--- src/rtl/rrs_pkg.sv ---
package rrs_pkg;
  localparam int unsigned DELAY_MIN        = 2;
  localparam int unsigned DELAY_MAX        = 16;
  localparam int unsigned LOCK_SYNC_STAGES = 2;
  localparam int unsigned EARLY_STAGES     = 2;
endpackage

--- src/rtl/rrs_sync_cell.sv ---
module rrs_sync_cell #(
  parameter int unsigned STAGES  = 2,
  parameter logic        RST_VAL = 1'b0
) (
  input  logic clk_i,
  input  logic rst_ni,
  input  logic d_i,
  output logic q_o
);
  logic [STAGES-1:0] q;

  always_ff @(posedge clk_i or negedge rst_ni) begin
    if (!rst_ni) q <= {STAGES{RST_VAL}};
    else         q <= {q[STAGES-2:0], d_i};
  end

  assign q_o = q[STAGES-1];
endmodule

--- src/rtl/rrs_delay_line.sv ---
module rrs_delay_line #(
  parameter int unsigned DEPTH = 4
) (
  input  logic clk_i,
  input  logic rst_ni,
  input  logic qual_i,
  output logic out_o
);
  localparam int unsigned CW = $clog2(DEPTH + 1);

  logic [DEPTH-1:0] stage, stage_d;
  logic [CW-1:0]    run_cnt;

  // head stage loads a constant 1; every stage is cleared while unqualified
  assign stage_d = {stage[DEPTH-2:0], 1'b1} & {DEPTH{qual_i}};

  always_ff @(posedge clk_i or negedge rst_ni) begin
    if (!rst_ni) stage <= '0;
    else         stage <= stage_d;
  end

  assign out_o = stage[DEPTH-1];

  // consecutive qualified edges, saturating; used only by the checks below
  always_ff @(posedge clk_i or negedge rst_ni) begin
    if (!rst_ni)                   run_cnt <= '0;
    else if (!qual_i)              run_cnt <= '0;
    else if (run_cnt != CW'(DEPTH)) run_cnt <= run_cnt + 1'b1;
  end

  AST_CHAIN_WINDOW: assert property (@(posedge clk_i) disable iff (!rst_ni)
    out_o == (run_cnt == CW'(DEPTH)));

  AST_QUAL_CLEARS: assert property (@(posedge clk_i) disable iff (!rst_ni)
    !qual_i |=> !out_o);
endmodule

--- src/rtl/rrs_reset_release.sv ---
module rrs_reset_release
  import rrs_pkg::*;
#(
  parameter int unsigned DELAY_STAGES = 4
) (
  input  logic clk_i,
  input  logic rst_ni,
  input  logic lock_i,
  output logic srst_o,
  output logic run_en_o,
  output logic early_srst_o
);
  localparam int unsigned DLY = (DELAY_STAGES < DELAY_MIN) ? DELAY_MIN :
                                (DELAY_STAGES > DELAY_MAX) ? DELAY_MAX : DELAY_STAGES;

  logic lock_s;
  logic chain_q;

  rrs_sync_cell #(.STAGES(LOCK_SYNC_STAGES), .RST_VAL(1'b0)) u_lock_sync (
    .clk_i  (clk_i),
    .rst_ni (rst_ni),
    .d_i    (lock_i),
    .q_o    (lock_s)
  );

  rrs_delay_line #(.DEPTH(DLY)) u_line (
    .clk_i  (clk_i),
    .rst_ni (rst_ni),
    .qual_i (lock_s),
    .out_o  (chain_q)
  );

  rrs_sync_cell #(.STAGES(EARLY_STAGES), .RST_VAL(1'b1)) u_early (
    .clk_i  (clk_i),
    .rst_ni (rst_ni),
    .d_i    (1'b0),
    .q_o    (early_srst_o)
  );

  // gate with the synced lock so a dropout cancels run one edge before the chain clears
  assign run_en_o = chain_q & lock_s;
  assign srst_o   = ~run_en_o;

  AST_LOCK_SEEN: assert property (@(posedge clk_i) disable iff (!rst_ni)
    $rose(run_en_o) |-> $past(lock_i, 2));

  AST_LOCK_DROP: assert property (@(posedge clk_i) disable iff (!rst_ni)
    !lock_i |-> ##2 !run_en_o);

  AST_EARLY_FIRST: assert property (@(posedge clk_i) disable iff (!rst_ni)
    run_en_o |-> !early_srst_o);

  AST_EARLY_STAYS: assert property (@(posedge clk_i) disable iff (!rst_ni)
    !early_srst_o |=> !early_srst_o);
endmodule

--- config.mk ---
export PLATFORM = sky130hd
export DESIGN_NAME = rrs_reset_release
export DESIGN_NICKNAME = d
export VERILOG_FILES = /design/src/rtl/rrs_pkg.sv /design/src/rtl/rrs_sync_cell.sv /design/src/rtl/rrs_delay_line.sv /design/src/rtl/rrs_reset_release.sv
export SDC_FILE = /design/constraint.sdc
export NUM_CORES = 1
export LEC_CHECK = 0
export ABC_AREA = 0
export BUFFER_PORTS_ARGS = -buffer_cell sky130_fd_sc_hd__buf_2
export CAP_MARGIN = 10
export CELL_PAD_IN_SITES_DETAIL_PLACEMENT = 1
export CELL_PAD_IN_SITES_GLOBAL_PLACEMENT = 1
export CORE_AREA = 2 2 39 41
export CTS_CLUSTER_DIAMETER = 120
export CTS_CLUSTER_SIZE = 28
export DETAILED_ROUTE_END_ITERATION = 7
export DIE_AREA = 0 0 41 43
export HOLD_SLACK_MARGIN = 0.15
export PLACE_DENSITY = 0.47
export SKIP_CTS_REPAIR_TIMING = 1
export SYNTH_ARGS = -nofsm -noshare
export SYNTH_HDL_FRONTEND = slang
export SYNTH_HIERARCHICAL = 1
export SYNTH_SLANG_ARGS = --single-unit
--- constraint.sdc ---
create_clock -name clk_i -period 1.06 [get_ports clk_i]
set_input_delay 0.159 -clock clk_i [delete_from_list [all_inputs] [get_ports clk_i]]
set_output_delay 0.159 -clock clk_i [all_outputs]
set_load 0.01 [all_outputs]
==> flow_metrics.py, run 1 <==
metrics = {
    "clock_network": {
        "insertion_delay_ns": 0.26,
        "cts_buffers": 3,
        "cts.path.max_buffers": 2,
        "cts_sinks": 8,
        "root_buffer": "clkbuf_4",
        "cts.reportedPaths.clkPinSlew_ns": 0.06,
        "htree_levels": 1,
        "cts_tree": "built",
    },
    "placement": {
        "gp_congestion": 0.472,
        "port-buffer-count": 5,
        "post-place-ws_ns": 0.207,
        "hpwl_um": 236,
        "dpl_cell_area_sq_um": 280,
    },
    "finish": {
        "post-route-util_pct": 24.5,
        "nets": 29,
        "regArea_sq_um": 203,
        "multi_input_area_sq_um": 32.5,
        "n_antenna_cell": 0,
        "drive_gt1_share_pct": 40.0,
        "finalInstanceArea_sq_um": 339,
        "fill_cells": 151,
        "layout_common_cells": "dfrtp_1, and2_1, clkbuf_4, buf_2",
        "final_common_cell": "dfrtp_1",
        "syn_to_final_growth_pct": 44.1,
    },
    "critical_path": {
        "worstSetupPathType": "reg2out",
        "r2r_end": "u_line/stage[3]",
        "cp-start-kind": "flip-flop",
        "worstSetupEndpointType": "primary output",
        "critPathArrivalTime_ns": 0.95,
        "cp-endpoint": "run_en_o",
        "rr_worst_depth": 1,
        "crit_path_max_fanout": 6,
        "ff2ff_setup_slack_ns": 0.37,
        "worstPathRequired_ns": 0.90,
        "crit_start": "u_lock_sync/q[1]",
        "reg2reg_from": "u_lock_sync/q[1]",
    },
    "grt": {
        "grt_pass1_vias": 154,
        "overflow": 0,
        "grt_first_pass_wirelength_um": 648,
        "grt_max_degree": 9,
        "grt_use_total_pct": 7.02,
        "antenna_found_initial": 0,
    },
    "floorplan": {
        "ios": 6,
        "die_area_sq_mm": 0.00176,
        "die_h_um": 43,
        "initial_utilization_pct": 17.0,
        "rows": 14,
        "dieWidth_um": 41,
        "core_sq_mm": 0.00138,
    },
    "synthesis": {
        "synth-adder-area-share_pct": 0,
        "synth-seq-cells": 8,
        "yosys.area_share.xor_xnor_pct": 0,
        "synth_top_family_by_area": "simple AND/OR/NAND/NOR gates",
        "synth_compound_area_share_pct": 0,
        "syn-cell-area_sq_um": 235,
        "synth-simple-area-share_pct": 12.2,
        "avgSynthCellArea_sq_um": 16.8,
        "yosysSeqAreaShare_pct": 86.2,
        "synth_cell_types": 5,
        "synth_nets": 17,
        "synth_cells": 14,
        "muxShareOfSynthArea_pct": 0,
        "yosysWarnings": 6,
    },
    "detailed_routing": {
        "wl_met2_um": 133,
        "routed.top_layer": "met4",
        "via_count": 135,
        "drtAntennaViolNets": 0,
        "met3_length_um": 55,
        "viasPerCell": 3.29,
        "first_pass_iters": 2,
        "drc_errors": 0,
        "wirelength_um": 368,
        "wl_per_cell_um": 8.98,
        "drt_first_iter_violations": 1,
        "met1_length_um": 149,
    },
    "sta": {
        "clock_skew_ns": 0.00975,
        "setup_slack_ns": -0.0502,
        "post-route-period-util_pct": 105,
        "setup_viol": 1,
        "maxSlewViolCount": 0,
        "min_period_ns": 1.11,
        "fmax_ghz": 0.901,
        "rsz0062_at_grt": "yes",
        "finalHoldViolations": 0,
    },
    "outcome": {
        "violations": "setup timing",
        "status": "finished with violations",
    },
    "power": {
        "power.share.clock_pct": 41.6,
        "powerDensity_mw_per_mm2": 1790,
        "power_frac_seq_pct": 54.1,
        "p_leak_nw": 0.160,
        "p_sw_mw": 0.126,
        "combPwrFrac_pct": 4.3,
        "internal-power_mw": 0.482,
        "swShare_pct": 20.8,
        "worst_ir_drop_vdd_mv": 0.571,
    },
    "min_path": {
        "hp-class": "in2async",
    },
    "run": {
        "max_cap_viol_count": 0,
    },
}
-- layer usage --
metal,GRT usage [%],vias to the layer above
met4,8.00,0
met5,0,-
li1,-,61
met3,7.85,4
met2,7.81,9
met1,5.70,61
-- final cells by class --
class / instances / area share [%]
clock buffers: 4 / 7.75
repair buffers: 7 / 17.0
multi-input cells: 6 / 9.59
well taps: 16 / 5.90
flip-flops and latches: 8 / 59.8
-- kinds of logic (layout without fill, tap and decap cells) --
family,Yosys count,after routing
buffers and inverters,0,11
flip-flops,8,8
other,1,1
AND/OR/NAND/NOR,5,5
-- per-stage QoR --
stage               hold WS, ns  power (mW)  std cells  setup TNS, ns
CTS                      -0.281       0.613         39        -0.0759
global route              0.268       0.643         41         -0.154
finish                    0.261       0.608         41        -0.0502
floorplan                -0.137       0.337         14              0
global placement       -0.00423       0.349         35              0
detailed placement      0.00823       0.352         35              0
-- how the worst min path moves through the flow --
stage	endpoint	startpoint	slack [ns]	depth (start not counted)
floorplan	u_line/stage[0]	rst_ni	-0.14	0
global placement	u_line/stage[3]	rst_ni	-0.004	1
detailed placement	u_line/stage[3]	rst_ni	0.008	1
CTS	u_line/stage[2]	rst_ni	-0.28	1
global route	u_line/stage[3]	rst_ni	0.27	2
finish	u_line/stage[2]	rst_ni	0.26	2
-- worst max-delay path: stages, from the launching register on --
cell and delay (ns):
dfrtp_1 0.42, and2_1 0.15, buf_2 0.13
-- cells in the mapped netlist, drive strengths merged --
cell type | count | share of area (%)
dfstp | 2 | 22
conb | 1 | 1.6
and2 | 4 | 11
dfrtp | 6 | 64
nand2 | 1 | 1.6
-- power groups by stage --
| stage | Combinational (mW) | Sequential, mW | Clock (mW) |
|---|---|---|---|
| 2_1_floorplan | 0.00464 | 0.333 | 0 |
| 3_3_place_gp | 0.0171 | 0.332 | 0 |
| 3_5_place_dp | 0.0183 | 0.334 | 0 |
| 4_1_cts | 0.0184 | 0.329 | 0.266 |
| 5_1_grt | 0.0297 | 0.331 | 0.282 |
| 6_report | 0.0262 | 0.329 | 0.253 |
-- registers in the layout, summed over array words and instances, names as in the netlist --
register,count
u_line/stage,4
u_early/q,2
u_lock_sync/q,2
No activity file was read; power rests on OpenSTA's default activity.
==> inputs of run 2 (changes only) <==
--- a/config.mk
+++ b/config.mk
@@ -11,6 +11,7 @@
 export CELL_PAD_IN_SITES_DETAIL_PLACEMENT = 1
 export CELL_PAD_IN_SITES_GLOBAL_PLACEMENT = 1
 export CORE_AREA = 2 2 39 41
+export CTS_BUF_LIST = sky130_fd_sc_hd__clkbuf_4 sky130_fd_sc_hd__clkbuf_8
 export CTS_CLUSTER_DIAMETER = 120
 export CTS_CLUSTER_SIZE = 28
 export DETAILED_ROUTE_END_ITERATION = 7
==> constraint.sdc (replaced) <==
create_clock -name clk_i -period 1.4 [get_ports clk_i]
set_input_delay 0.21 -clock clk_i [delete_from_list [all_inputs] [get_ports clk_i]]
set_output_delay 0.21 -clock clk_i [all_outputs]
set_load 0.01 [all_outputs]
==> run 2 against run 1 <==
Against the previous run:
- the run now ends clean
- critical path depth unchanged
- non-clock buffer count did not move
- hold slack better by 0.050 ns
- flip-flop and latch count unchanged
- register-to-register slack improved by 0.34 ns
- clock skew grew 0.0013 ns
- combinational power is 34% lower
- routed wire length is 1.1% higher
- global-route usage is the same
==> flow_metrics.py, run 2 (synthesized netlist as in run 1, its figures left out) <==
metrics = {
    "grt": {
        "overflow": 0,
        "grt_use_total_pct": 7.02,
        "antenna_found_initial": 0,
        "grt_first_pass_wirelength_um": 648,
        "grt_max_degree": 9,
        "grt_pass1_vias": 154,
    },
    "outcome": {
        "status": "finished clean",
    },
    "detailed_routing": {
        "via_count": 133,
        "wirelength_um": 372,
        "drt_first_iter_violations": 1,
        "wl_per_cell_um": 9.07,
        "drtAntennaViolNets": 0,
        "first_pass_iters": 2,
        "drc_errors": 0,
        "viasPerCell": 3.24,
    },
    "finish": {
        "drive_gt1_share_pct": 44.0,
        "largest_reg_flops": 4,
        "finalInstanceArea_sq_um": 330,
        "regMostFlops": "u_line/stage",
        "final_common_cell": "dfrtp_1",
        "layout_common_cells": "dfrtp_1, buf_2, and2_1, clkbuf_4",
        "syn_to_final_growth_pct": 40.4,
        "nets": 29,
        "top_regs": "u_line/stage: 4 flops, u_early/q: 2 flops, u_lock_sync/q: 2 flops",
        "n_antenna_cell": 0,
    },
    "sta": {
        "rsz0062_at_grt": "no",
        "post-route-period-util_pct": 83.0,
        "holdWs_ns": 0.311,
        "min_period_ns": 1.16,
        "maxSlewViolCount": 0,
        "fmax_ghz": 0.861,
        "tns_ns": 0,
        "setup_viol": 0,
        "clock_skew_ns": 0.0111,
        "setup_slack_ns": 0.238,
        "finalHoldViolations": 0,
    },
    "critical_path": {
        "crit_buf_inv": 1,
        "worstPathRequired_ns": 1.19,
        "rr_worst_depth": 1,
        "critPathSlowestCell": "dfrtp_1",
        "crit_path_max_fanout": 6,
        "max_stage_delay_ns": 0.42,
        "critPathArrivalTime_ns": 0.95,
        "worstSetupEndpointType": "primary output",
        "path_cells": "and2_1, buf_2",
        "crit_start": "u_lock_sync/q[1]",
        "r2r_end": "u_line/stage[3]",
        "cp-start-kind": "flip-flop",
        "reg2reg_from": "u_lock_sync/q[1]",
        "worstSetupPathType": "reg2out",
        "cp_top_family": "flip-flops",
        "ff2ff_setup_slack_ns": 0.71,
    },
    "floorplan": {
        "initial_utilization_pct": 17.0,
        "ios": 6,
        "die_area_sq_mm": 0.00176,
        "dieWidth_um": 41,
        "die_h_um": 43,
        "rows": 14,
        "core_sq_mm": 0.00138,
    },
    "power": {
        "powerDensity_mw_per_mm2": 1440,
        "worst_ir_drop_vdd_mv": 0.428,
        "p_total_mw": 0.477,
        "p_leak_nw": 0.157,
    },
    "clock_network": {
        "cts_sinks": 8,
        "cts_buffers": 3,
        "cts.reportedPaths.clkPinSlew_ns": 0.06,
        "htree_levels": 1,
        "cts.path.max_buffers": 2,
        "cts_tree": "built",
        "insertion_delay_ns": 0.26,
        "root_buffer": "clkbuf_4",
    },
    "run": {
        "max_cap_viol_count": 0,
    },
    "placement": {
        "hpwl_um": 236,
        "dpl_cell_area_sq_um": 280,
        "gp_congestion": 0.472,
        "post-place-ws_ns": 0.496,
        "port-buffer-count": 5,
    },
    "min_path": {
        "hp-class": "in2async",
    },
}
==> run 2: cell count changes in the layout (fill, tap and decap cells not counted) <==
cell	previous run	this run
clkbuf_1	1	0
clkbuf_4	3	4
buf_2	3	5
buf_6	2	0
==> run 2: per-stage QoR <==
step / cells / util [%]
after CTS: 39 / 22.4
after global placement: 35 / 20.3
after floorplan: 14 / -
after detailed placement: 35 / 20.3
final: 41 / 23.9
after global routing: 41 / 23.9
==> run 2: layer usage <==
| layer | track usage (%) | vias up | share of wire [%] |
|---|---|---|---|
| met5 | 0 | - | 0 |
| met4 | 8.00 | 0 | 8.1 |
| met3 | 7.85 | 4 | 14 |
| met2 | 7.81 | 9 | 35 |
| met1 | 5.70 | 59 | 43 |
| li1 | - | 61 | - |
==> run 2: final cells by class <==
cell class / count / area (sq um)
Fill cell: 156 / 1050
Sequential cell: 8 / 203
Timing Repair Buffer: 7 / 45.0
Multi-Input combinational cell: 6 / 32.5
Clock buffer: 4 / 30.0
Tap cell: 16 / 20.0
==> run 2: where the power goes <==
part	internal, mW	switching [mW]
Sequential	0.244	0.00439
Combinational	0.00919	0.00826
Clock	0.129	0.0818
==> run 2: how the worst max path moves through the flow <==
| stage | to | slack [ns] | cells after the start |
|---|---|---|---|
| floorplan | run_en_o | 0.64 | 1 |
| global route | run_en_o | 0.17 | 2 |
| detailed placement | run_en_o | 0.50 | 2 |
| global placement | run_en_o | 0.53 | 2 |
| CTS | run_en_o | 0.21 | 2 |
| finish | run_en_o | 0.24 | 2 |
==> inputs of run 3 (changes only) <==
--- a/config.mk
+++ b/config.mk
@@ -5,7 +5,7 @@
 export SDC_FILE = /design/constraint.sdc
 export NUM_CORES = 1
 export LEC_CHECK = 0
-export ABC_AREA = 0
+export ABC_AREA = 1
 export BUFFER_PORTS_ARGS = -buffer_cell sky130_fd_sc_hd__buf_2
 export CAP_MARGIN = 10
 export CELL_PAD_IN_SITES_DETAIL_PLACEMENT = 1
@@ -17,7 +17,7 @@
 export DETAILED_ROUTE_END_ITERATION = 7
 export DIE_AREA = 0 0 41 43
 export HOLD_SLACK_MARGIN = 0.15
-export PLACE_DENSITY = 0.47
+export PLACE_DENSITY = 0.48
 export SKIP_CTS_REPAIR_TIMING = 1
 export SYNTH_ARGS = -nofsm -noshare
 export SYNTH_HDL_FRONTEND = slang
==> constraint.sdc (replaced) <==
create_clock -name clk_i -period 1.2 [get_ports clk_i]
set_input_delay 0.18 -clock clk_i [delete_from_list [all_inputs] [get_ports clk_i]]
set_output_delay 0.18 -clock clk_i [all_outputs]
set_load 0.01 [all_outputs]
==> run 3 against run 2 <==
Against the previous run:
- combinational power rose by 21%
- clock skew down 0.0074 ns
- final cell count up 4.9%
- die area unchanged
- non-clock buffer count unchanged
- area after synthesis grew 1.6%
- count of clock-buffer cells in the layout shrank 1
- register-to-register slack got worse by 0.16 ns
- sequential power increased by 17%
- sequential share of layout area up 0.71 points
==> flow_metrics.py, run 3 <==
metrics = {
    "grt": {
        "grt_max_degree": 9,
        "grt_pass1_vias": 151,
        "grt_first_pass_wirelength_um": 586,
        "grt_use_total_pct": 5.82,
        "antenna_found_initial": 0,
        "overflow": 0,
    },
    "power": {
        "p_total_mw": 0.505,
        "internal-power_mw": 0.409,
        "combPwrFrac_pct": 4.2,
        "p_leak_nw": 0.181,
        "swShare_pct": 19.0,
        "power_frac_seq_pct": 57.5,
        "power.share.clock_pct": 38.3,
        "p_sw_mw": 0.0959,
        "powerDensity_mw_per_mm2": 1550,
        "worst_ir_drop_vdd_mv": 0.347,
    },
    "finish": {
        "layout_common_cells": "dfrtp_1, buf_2, clkbuf_4, nand2_1, inv_1",
        "syn_to_final_growth_pct": 36.6,
        "n_antenna_cell": 0,
        "fill_cells": 161,
        "nets": 32,
        "regMostFlops": "u_line/stage",
        "final_common_cell": "dfrtp_1",
        "drive_gt1_share_pct": 44.4,
        "instances_no_fill": 43,
        "post-route-util_pct": 23.6,
        "largest_reg_flops": 4,
        "finalInstanceArea_sq_um": 327,
        "regArea_sq_um": 203,
        "multi_input_area_sq_um": 21.3,
        "top_regs": "u_line/stage: 4 flops, u_early/q: 2 flops, u_lock_sync/q: 2 flops",
    },
    "sta": {
        "post-route-period-util_pct": 89.9,
        "setup_slack_ns": 0.122,
        "rsz0062_at_grt": "no",
        "setup_viol": 0,
        "maxSlewViolCount": 0,
        "min_period_ns": 1.08,
        "clock_skew_ns": 0.00363,
        "tns_ns": 0,
        "fmax_ghz": 0.927,
        "holdWs_ns": 0.299,
        "finalHoldViolations": 0,
    },
    "clock_network": {
        "root_buffer": "clkbuf_4",
        "cts_sinks": 8,
        "cts.path.max_buffers": 2,
        "cts_tree": "built",
        "cts.reportedPaths.clkPinSlew_ns": 0.05,
        "insertion_delay_ns": 0.24,
        "cts_buffers": 3,
        "htree_levels": 1,
    },
    "synthesis": {
        "yosys.area.top_type": "dfrtp_1",
        "synth-async-reset-ratio_pct": 100,
        "synth_edf_count": 0,
        "syn-cell-area_sq_um": 239,
        "synth_cell_types": 7,
        "avgSynthCellArea_sq_um": 14.1,
        "synthFlopType": "dfrtp_1",
        "yosysSeqAreaShare_pct": 84.8,
        "netlist.area_leader.share_pct": 62.8,
        "synth-seq-cells": 8,
        "yosysWarnings": 6,
        "synth_cells": 17,
        "yosysMostFrequentCell": "dfrtp_1",
        "synth_commonest_cells": "dfrtp_1, inv_1, nand2_1",
        "synth_area_leaders": "dfrtp_1, dfstp_2, inv_1",
        "synth_nets": 20,
    },
    "floorplan": {
        "die_h_um": 43,
        "rows": 14,
        "die_area_sq_mm": 0.00176,
        "core_sq_mm": 0.00138,
        "dieWidth_um": 41,
        "ios": 6,
        "initial_utilization_pct": 17.3,
    },
    "detailed_routing": {
        "viasPerCell": 3.23,
        "wl_per_cell_um": 7.88,
        "drtAntennaViolNets": 0,
        "via_count": 139,
        "drt_first_iter_violations": 1,
        "first_pass_iters": 2,
        "drc_errors": 0,
        "wirelength_um": 339,
    },
    "placement": {
        "post-place-ws_ns": 0.375,
        "port-buffer-count": 5,
        "hpwl_um": 238,
        "gp_congestion": 0.625,
        "dpl_cell_area_sq_um": 284,
        "place_inst": 38,
    },
    "critical_path": {
        "critPathArrivalTime_ns": 0.90,
        "worstSetupPathType": "reg2out",
        "cp-start-kind": "flip-flop",
        "worstPathRequired_ns": 1.02,
        "rr_worst_depth": 2,
        "worstSetupEndpointType": "primary output",
        "crit_path_max_fanout": 5,
    },
    "min_path": {
        "hp-class": "in2async",
    },
    "outcome": {
        "status": "finished clean",
    },
    "run": {
        "max_cap_viol_count": 0,
    },
}
[run 3: cell count changes after synthesis]
cell | before | now
inv_1 | 0 | 3
and2_1 | 4 | 0
inv_2 | 0 | 1
nand2_2 | 0 | 1
nand2_1 | 1 | 3
[run 3: power by group through the flow]
stage	logic [mW]	registers [mW]	clock network (mW)
after floorplan	0.00442	0.295	0
after global placement	0.0160	0.295	0
after detailed placement	0.0170	0.295	0
after CTS	0.0170	0.291	0.209
after global routing	0.0245	0.292	0.221
final	0.0211	0.291	0.193
[run 3: cells by family after synthesis]
group,Yosys count,share of synthesized area [%]
other,1,1.57
DFF,8,84.8
and+or+nand+nor,4,7.33
buffers and inverters,4,6.28
[run 3: final cells by class]
class	instances	share of cell area, %
well taps	16	6.13
flip-flops and latches	8	62.1
clock buffers	3	6.90
multi-input cells	5	6.51
inverters	4	4.60
repair buffers	7	13.8
[run 3: worst max-delay path: stages (launching register included)]
cell and delay (ns):
dfrtp_1 0.42, nand2_2 0.09, inv_2 0.03, buf_2 0.12
[run 3: final timing paths]
check | from | end | slack [ns]
setup / recovery | u_lock_sync/q[1] | run_en_o | 0.12
hold / removal | rst_ni | u_lock_sync/q[0] | 0.30
setup reg to reg | u_lock_sync/q[1] | u_line/stage[3] | 0.55
hold reg to reg | u_lock_sync/q[0] | u_lock_sync/q[1] | 0.35
max in group asynchronous | rst_ni | u_early/q[1] | 0.67
min in group clk_i | u_lock_sync/q[0] | u_lock_sync/q[1] | 0.35
[run 3: routing by layer]
metal  vias up  global-route usage, %  wire (um)
met1        68                   6.46        144
met5         -                      0          0
met3         0                   3.14         27
met2         6                   6.25        167
li1         65                      -          -
met4         0                   8.00          0
